--- config.mk ---
export PLATFORM = sky130hd
export DESIGN_NAME = wdt_core
export DESIGN_NICKNAME = d
export VERILOG_FILES = /design/src/rtl/wdt_pkg.sv /design/src/rtl/wdt_counter.sv /design/src/rtl/wdt_regs.sv /design/src/rtl/wdt_core.sv
export SDC_FILE = /design/constraint.sdc
export NUM_CORES = 1
export LEC_CHECK = 0
export ABC_AREA = 0
export BUFFER_PORTS_ARGS = -buffer_cell sky130_fd_sc_hd__buf_2
export CORE_ASPECT_RATIO = 0.75
export CORE_MARGIN = 5
export CORE_UTILIZATION = 40
export DETAILED_ROUTE_END_ITERATION = 8
export PLACE_DENSITY = 0.62
export SETUP_SLACK_MARGIN = 0.1
export SLEW_MARGIN = 30
export SYNTH_ARGS = -nofsm -noshare
export SYNTH_HDL_FRONTEND = slang
export SYNTH_SLANG_ARGS = --single-unit
export TNS_END_PERCENT = 100
--- constraint.sdc ---
create_clock -name clk -period 4.6 [get_ports clk]
set_input_delay 1.15 -clock clk [delete_from_list [all_inputs] [get_ports clk]]
set_output_delay 1.15 -clock clk [all_outputs]
set_load 0.02 [all_outputs]
--- src/rtl/wdt_pkg.sv ---
package wdt_pkg;

    localparam int DW      = 32;
    localparam int THR_LSB = 10;
    localparam int THR_W   = DW - THR_LSB;

    localparam logic [DW-1:0] RESTART_KEY = 32'h0000_4755;
    localparam logic [DW-1:0] CTRL_WMASK  = 32'hFFFF_FCFF;

    localparam int OFF_COUNT   = 'h00;
    localparam int OFF_RELOAD  = 'h04;
    localparam int OFF_RESTART = 'h08;
    localparam int OFF_CTRL    = 'h0C;
    localparam int OFF_STATUS  = 'h10;
    localparam int OFF_CLEAR   = 'h14;

    typedef enum logic [1:0] {
        TGT_SOC  = 2'd0,
        TGT_CHIP = 2'd1,
        TGT_CPU  = 2'd2,
        TGT_RSVD = 2'd3
    } tgt_mode_e;

    typedef struct packed {
        logic [THR_W-1:0] thr;
        logic [1:0]       rsvd;
        logic             boot_sec;
        logic [1:0]       mode;
        logic             clk_sel;
        logic             ext_en;
        logic             irq_en;
        logic             rst_en;
        logic             run;
    } wdt_ctrl_t;

    typedef struct packed {
        logic irq_flag;
        logic boot_flag;
    } wdt_stat_t;

    function automatic logic [2:0] tgt_onehot(logic [1:0] m);
        case (tgt_mode_e'(m))
            TGT_CHIP: return 3'b010;
            TGT_CPU:  return 3'b100;
            default:  return 3'b001;
        endcase
    endfunction

    function automatic logic [DW-1:0] thr_value(wdt_ctrl_t c);
        return {c.thr, {THR_LSB{1'b0}}};
    endfunction

endpackage

--- src/rtl/wdt_counter.sv ---
module wdt_counter
    import wdt_pkg::*;
#(
    parameter logic [DW-1:0] RELOAD_RST = 32'h0000_FFFF
) (
    input  logic          clk,
    input  logic          rst,
    input  logic          tick,
    input  logic          run,
    input  logic          irq_en,
    input  logic          restart,
    input  logic [DW-1:0] reload,
    input  logic [DW-1:0] thr,
    output logic [DW-1:0] cnt,
    output logic          expire,
    output logic          pre_hit
);

    logic step;

    assign step    = run && tick;
    assign expire  = step && !restart && (cnt == '0);
    assign pre_hit = run && irq_en && (cnt == thr);

    always_ff @(posedge clk) begin
        if (rst) begin
            cnt <= RELOAD_RST;
        end else if (restart) begin
            cnt <= reload;
        end else if (step) begin
            cnt <= (cnt == '0) ? reload : cnt - 1'b1;
        end
    end

    AST_RESTART_LOADS: assert property (@(posedge clk) disable iff (rst)
        restart |=> (cnt == $past(reload))) else $error("restart load");

    AST_HOLD_IDLE: assert property (@(posedge clk) disable iff (rst)
        (!restart && !step) |=> $stable(cnt)) else $error("counter moved");

    AST_STEP_DOWN: assert property (@(posedge clk) disable iff (rst)
        (step && !restart && cnt != '0) |=> (cnt == $past(cnt) - 1'b1)) else $error("step");

endmodule

--- src/rtl/wdt_regs.sv ---
module wdt_regs
    import wdt_pkg::*;
#(
    parameter int            ADDR_W     = 8,
    parameter logic [DW-1:0] RELOAD_RST = 32'h0000_FFFF
) (
    input  logic              clk,
    input  logic              rst,
    input  logic              bus_we,
    input  logic [ADDR_W-1:0] bus_addr,
    input  logic [DW-1:0]     bus_wdata,
    input  logic [DW-1:0]     cnt,
    input  logic              expire,
    input  logic              pre_hit,
    output logic [DW-1:0]     bus_rdata,
    output logic [DW-1:0]     reload,
    output wdt_ctrl_t         ctrl,
    output wdt_stat_t         stat,
    output logic              restart
);

    logic hit_reload, hit_ctrl, clr_hit;

    assign hit_reload = bus_we && (bus_addr == ADDR_W'(OFF_RELOAD));
    assign hit_ctrl   = bus_we && (bus_addr == ADDR_W'(OFF_CTRL));
    assign restart    = bus_we && (bus_addr == ADDR_W'(OFF_RESTART))
                        && (bus_wdata == RESTART_KEY);
    assign clr_hit    = bus_we && (bus_addr == ADDR_W'(OFF_CLEAR)) && bus_wdata[0];

    always_ff @(posedge clk) begin
        if (rst) begin
            reload <= RELOAD_RST;
            ctrl   <= '0;
            stat   <= '0;
        end else begin
            if (hit_reload) reload <= bus_wdata;
            if (hit_ctrl)   ctrl   <= wdt_ctrl_t'(bus_wdata & CTRL_WMASK);
            stat.boot_flag <= (stat.boot_flag && !clr_hit) || (expire && ctrl.boot_sec);
            stat.irq_flag  <= (stat.irq_flag && !clr_hit) || pre_hit;
        end
    end

    always_comb begin
        case (bus_addr)
            ADDR_W'(OFF_COUNT):  bus_rdata = cnt;
            ADDR_W'(OFF_RELOAD): bus_rdata = reload;
            ADDR_W'(OFF_CTRL):   bus_rdata = ctrl;
            ADDR_W'(OFF_STATUS): bus_rdata = {{(DW-3){1'b0}}, stat.irq_flag, stat.boot_flag, 1'b0};
            default:             bus_rdata = '0;
        endcase
    end

    AST_BOOT_STICKY: assert property (@(posedge clk) disable iff (rst)
        (stat.boot_flag && !clr_hit) |=> stat.boot_flag) else $error("boot lost");

    AST_IRQ_STICKY: assert property (@(posedge clk) disable iff (rst)
        (stat.irq_flag && !clr_hit) |=> stat.irq_flag) else $error("irq lost");

    AST_CLEAR_WORKS: assert property (@(posedge clk) disable iff (rst)
        (clr_hit && !pre_hit && !expire) |=> (!stat.irq_flag && !stat.boot_flag)) else $error("clear");

endmodule

--- src/rtl/wdt_core.sv ---
module wdt_core
    import wdt_pkg::*;
#(
    parameter int            ADDR_W     = 8,
    parameter logic [31:0]   RELOAD_RST = 32'h0000_FFFF
) (
    input  logic              clk,
    input  logic              rst,
    input  logic              tick,
    input  logic              bus_we,
    input  logic [ADDR_W-1:0] bus_addr,
    input  logic [31:0]       bus_wdata,
    output logic [31:0]       bus_rdata,
    output logic              irq,
    output logic              rst_req,
    output logic              ext_trig,
    output logic [2:0]        rst_tgt,
    output logic              boot_sel
);

    logic [DW-1:0] cnt, reload;
    wdt_ctrl_t     ctrl;
    wdt_stat_t     stat;
    logic          restart, expire, pre_hit;

    wdt_regs #(.ADDR_W(ADDR_W), .RELOAD_RST(RELOAD_RST)) u_regs (
        .clk       (clk),
        .rst       (rst),
        .bus_we    (bus_we),
        .bus_addr  (bus_addr),
        .bus_wdata (bus_wdata),
        .cnt       (cnt),
        .expire    (expire),
        .pre_hit   (pre_hit),
        .bus_rdata (bus_rdata),
        .reload    (reload),
        .ctrl      (ctrl),
        .stat      (stat),
        .restart   (restart)
    );

    wdt_counter #(.RELOAD_RST(RELOAD_RST)) u_cnt (
        .clk     (clk),
        .rst     (rst),
        .tick    (tick),
        .run     (ctrl.run),
        .irq_en  (ctrl.irq_en),
        .restart (restart),
        .reload  (reload),
        .thr     (thr_value(ctrl)),
        .cnt     (cnt),
        .expire  (expire),
        .pre_hit (pre_hit)
    );

    always_ff @(posedge clk) begin
        if (rst) begin
            rst_req  <= 1'b0;
            ext_trig <= 1'b0;
            rst_tgt  <= '0;
        end else begin
            rst_req  <= expire && ctrl.rst_en;
            ext_trig <= expire && ctrl.ext_en;
            rst_tgt  <= (expire && ctrl.rst_en) ? tgt_onehot(ctrl.mode) : 3'b000;
        end
    end

    assign irq      = stat.irq_flag;
    assign boot_sel = stat.boot_flag;

    AST_TGT_ONEHOT: assert property (@(posedge clk) disable iff (rst)
        rst_req |-> $onehot(rst_tgt)) else $error("target code");

    AST_TGT_IDLE: assert property (@(posedge clk) disable iff (rst)
        !rst_req |-> (rst_tgt == 3'b000)) else $error("target idle");

    AST_STROBE_NEEDS_EXPIRY: assert property (@(posedge clk) disable iff (rst)
        $rose(rst_req) |-> ($past(ctrl.run) && $past(tick))) else $error("spurious reset");

endmodule

* Word level (Yosys, flattened, before mapping)
Index checks and enable logic that the tools add are counted.
Operators by class: muxes and demuxes 5, $add $sub $neg 1, equality and inequality tests 9, bitwise logic cells 1, reductions and logical operators 24
Operator list (count):
- 32-bit one-hot mux with 4 select lines | 1
- 32-bit two-way mux | 3
- 32-bit by 15-bit equality test with 1-bit output (second input constant) | 1
- 32-bit equality test | 1
- 32-bit zero test | 1
- 32-bit by 1-bit subtractor with 32-bit output (second input constant) | 1
- 8-bit by 4-bit equality test with 1-bit output (second input constant) | 2
- 8-bit by 5-bit equality test with 1-bit output (second input constant) | 2
- 1-bit logical AND | 16
- 8-bit by 3-bit equality test with 1-bit output (second input constant) | 1
- 8-bit zero test | 1
- 3-bit one-hot mux with 2 select lines | 1
- 2-bit by 1-bit equality test with 1-bit output (second input constant) | 1
- 2-bit equality test (second input constant) | 1
- 1-bit zero test | 2
- 1-bit logical OR | 2
- 2-bit nonzero test | 1
- 2-bit OR reduction | 1
- 1-bit inverter | 1
Word-level totals: input bits 44, output and inout bits 39, logic and storage cells 55, flip-flop bits (word level) 101

* Logic depth before layout (Yosys ltp)
depth in word-level cells 9, gate-level depth with buffers 9, mapped depth without buffers 7

* Cells and area by module
From an unflattened synthesis, not the netlist that was laid out.
Second synthesis, totals: cell total of the unflattened synthesis 786, area total of the unflattened synthesis 6510.0 µm²
By module, submodules not included:
- wdt_regs | sequential area each 1281.2 µm², area each 3722.3 µm², cells each 425, instances 1
- wdt_counter | sequential area each 640.6 µm², area each 2601.2 µm², cells each 346, instances 1
- wdt_core | sequential area each 100.1 µm², area each 186.4 µm², cells each 15, instances 1

* Least setup slack after synthesis
No wires, ideal clock.
path type input to output, from in bus_addr[5], to out bus_rdata[1], cell stages on the path 6, required time 3450 ps, buffers on the path 2, arrival time 2666 ps, setup slack 784 ps, cell sequence nor4_1 -> and2_1 -> clkbuf_1 -> clkbuf_1 -> a221oi_1 -> a21oi_1
On the way: cells in the longest elaborated chain, start to end 2, elaborated cells between the ends (all ways) 5, those cells by class eq/ne (3); mux (1); reduce/logical (1)
Ends and longest elaborated chain:
- start, declared | RTL line wdt_core.sv:11 | input logic [ADDR_W-1:0] bus_addr,
- 8-bit by 5-bit equality test with 1-bit output (tied with other cells) | RTL line wdt_regs.sv:44 | case (bus_addr)
- 32-bit one-hot mux with 4 select lines * | RTL line wdt_regs.sv:44
- end, declared | RTL line wdt_core.sv:13 | output logic [31:0] bus_rdata,
Mark *: on every way between the ends. The rest lies on a longest branch, timed or not.

* Worst setup path in the final report
from in bus_addr[5], to out bus_rdata[21]
The elaborated chain is that of the path after synthesis.

==> impl_metrics.csv <==
group,metric,value,unit
outcome,status,"complete, no violations",
floorplan,die_w,145,um
synthesis,synth.ff_latch_count,101,
synthesis,ys.flop_type,"dfxtp_1",
setup_path,cp_top_family,"simple AND/OR/NAND/NOR gates",
synthesis,synth.area.top_cells,"dfxtp_1 37%, a22o_1 9.6%, mux2i_1 5.9%",
global_routing,grt_pass1_wl,29200,um
placement,dp_hpwl,13200,um
sta,fin_crit,4060,ps
floorplan,die-area,16100,um^2
final_layout,post-route-util,0.464,
synthesis,synth_fa_ha_area_frac,0.00915,
floorplan,io_pins,83,
final_layout,final_common_cell,"dfxtp_1",
sta,worst_pin_slew,864,ps
synthesis,syn_avg_cell_area,8.33,um^2
synthesis,synth_cells,657,
synthesis,yosysSeqAreaShare,0.370,
setup_path,crit_slowest_cell,"nor4_1",
synthesis,yosys.area_share.simple,0.255,
pwr,power_density,276,nW/um^2
detailed_routing,via_per_inst,6.12,
floorplan,die_h,111,um
detailed_routing,drc,0,
setup_path,crit_path_start,"bus_addr[5]",
synthesis,synth_cell_type_count,60,
detailed_routing,num_vias,5460,
sta,setup_viol,0,
sta,slew_headroom,0.422,
setup_path,required,3450,ps
sta,rsz0062_at_grt,"no",
final_layout,syn_to_final_growth,15.1,%
global_routing,antenna_found_initial,0,
setup_path,worst_ep_arrival_time,2910,ps
cts,cts_tree,"yes",
sta,report.final.slew_viol_count,0,
sta,post-route-period-util,0.883,
synthesis,syn_nets,705,
detailed_routing,drtIter0Drc,448,
setup_path,crit_path_end_kind,"primary output",
sta,hold_violations,0,
cts,post_cts_resize_count,0,
sta,setup_tns,0,ps
detailed_routing,wire_per_inst,20.7,um
floorplan,initial_core_util,0.403,
synthesis,synth_top_area_cell,"dfxtp_1",
setup_path,path_cells,"buf_2, nor4_1, and2_1, buf_4, a22o_1, a22o_1, buf_2",
cts,clock_sink_count,101,
synthesis,synth_top_family_by_area,"simple AND/OR/NAND/NOR gates",
cts,postCtsSetupRepairBufs,0,
setup_path,path_max_fanout,31,
global_routing,gr-usage-all-layers,0.222,
global_routing,grt_start_max_net_pins,42,
cts,clkLatencyLatePin,340,ps
synthesis,synth_mux_area_frac,0.0606,
pwr,p_leak,2.67,nW
final_layout,nets,761,
cts,cts_buffer_depth,2,
setup_path,cp_num_buf_inv,3,
synthesis,yosys_warnings,0,
min_path,min-delay-start,"u_regs.reload[26]$_SDFFE_PP0P_",
global_routing,grt_pass1_vias,5265,
global_routing,gr-total-overflow,0,
placement,io_buffers,82,
setup_path,criticalPathCategory,"in2out",
detailed_routing,drt_first_pass_iters,5,
final_layout,final_cell_mix,"101 x dfxtp_1, 85 x nand2_1, 82 x buf_2",
sta,timing.final.ws_setup,538,ps
cts,htreeDepth,3,
cts,cts_root_buf,"clkbuf_16",
detailed_routing,ant_nets,0,
cts,cts_buffers,9,
final_layout,num_antenna_cells,0,
final_layout,drive_above_1_share,0.183,
setup_path,crit_path_start_kind,"input pin",
cts,postCtsHoldBufs,0,
job,maxCapViolCount,0,
setup_path,critPathMaxStageDelay,500,ps
synthesis,synth-compound-area-share,0.222,
synthesis,synth-edff-count,0,
synthesis,netlist.area_leader.share,0.370,
placement,pre_cts_ws,587,ps
pwr,vdd.ir_drop.worst,0.196,mV
synthesis,synth-xor-area-share,0.0368,
setup_path,reg2reg_from,"u_cnt.cnt[8]$_SDFFE_PP1P_",
detailed_routing,wirelength,18500,um
sta,skew,5.96,ps
floorplan,core,13600,um^2
sta,fmax,246,MHz
floorplan,rows,37,
synthesis,syn_area,5470,um^2
synthesis,synth-async-reset-ratio,0,
placement,gp_congestion,0.973,
min_path,hp-class,"reg2reg",
cts,clk_pin_slew,60,ps
==> Yosys cell counts (3+ instances only) <==
library cell	number
a22o_1	60
a21oi_1	32
ha_1	4
o21ai_0	17
nand4_1	12
buf_1	3
clkbuf_1	41
nor2_1	53
inv_1	7
nand3_1	32
or4_1	5
nand2_1	85
xnor2_1	21
a22oi_1	3
buf_2	6
and4_1	4
o2bb2ai_1	4
nor4_2	3
dfxtp_1	101
or3_1	7
and3_1	11
and2_1	10
buf_6	3
nor4_1	17
a221o_1	10
o41ai_1	5
o22ai_1	3
o31ai_1	10
nor3_1	18
mux2i_1	32
==> kinds of logic after synthesis <==
family,Yosys count
compound gates,162
buf+inv,60
xor+xnor,23
simple gates,274
flops,101
mux,33
fa+ha+maj,4
==> routing by layer <==
metal,routed length (um),GRT usage,vias up
met5,0,0,-
met4,452,0.0640,0
met3,1510,0.0494,36
met2,8260,0.340,299
met1,8230,0.311,2576
li1,-,-,2549
==> cell type report <==
type / count / area, um^2
multi-input cells: 496 / 3200
well taps: 175 / 219
clock buffers: 11 / 253
clock inverters: 4 / 47.5
flip-flops and latches: 101 / 2020
repair buffers: 98 / 531
inverters: 7 / 26.3
fillers: 1358 / 7270
==> path summary, 6_finish.rpt <==
check | to | slack [ps] | cells after the start
max | bus_rdata[21] | 540 | 7
min | u_regs.reload[26]$_SDFFE_PP0P_ | 470 | 2
max reg2reg | u_cnt.cnt[27]$_SDFFE_PP0P_ | 1830 | 6
min reg2reg | u_regs.reload[26]$_SDFFE_PP0P_ | 470 | 2
==> per-stage QoR <==
| stage | hold WS, ps | power [mW] | area [um^2] | std cells |
|---|---|---|---|---|
| floorplan | 446 | 0.935 | 5470 | 657 |
| global placement | 461 | 0.980 | 6000 | 877 |
| detailed placement | 464 | 0.981 | 6000 | 877 |
| CTS | 474 | 1.75 | 6300 | 892 |
| global route | 490 | 1.79 | 6300 | 892 |
| finish | 473 | 1.74 | 6300 | 892 |
==> where the power goes <==
part           internal, mW  total, mW  switching [mW]
clock network         0.447      0.775           0.328
logic                0.0287     0.0820          0.0533
registers             0.876      0.881         0.00420
total                  1.35       1.74           0.385
==> sequential cells by signal, summed over array words and instances (netlist names) <==
name           count
ext_trig           1
rst_req            1
rst_tgt            3
u_cnt.cnt         32
u_regs.ctrl       30
u_regs.reload     32
u_regs.stat        2
==> worst reg2reg max path, delay by kind of cell (launching register included) <==
kind             cells  cell delay (ps)
AO/OA/AOI/OAI        2              530
AND/OR/NAND/NOR      4             1820
flip-flops           1              370
Note: power is estimated with default switching activity, not from simulation.
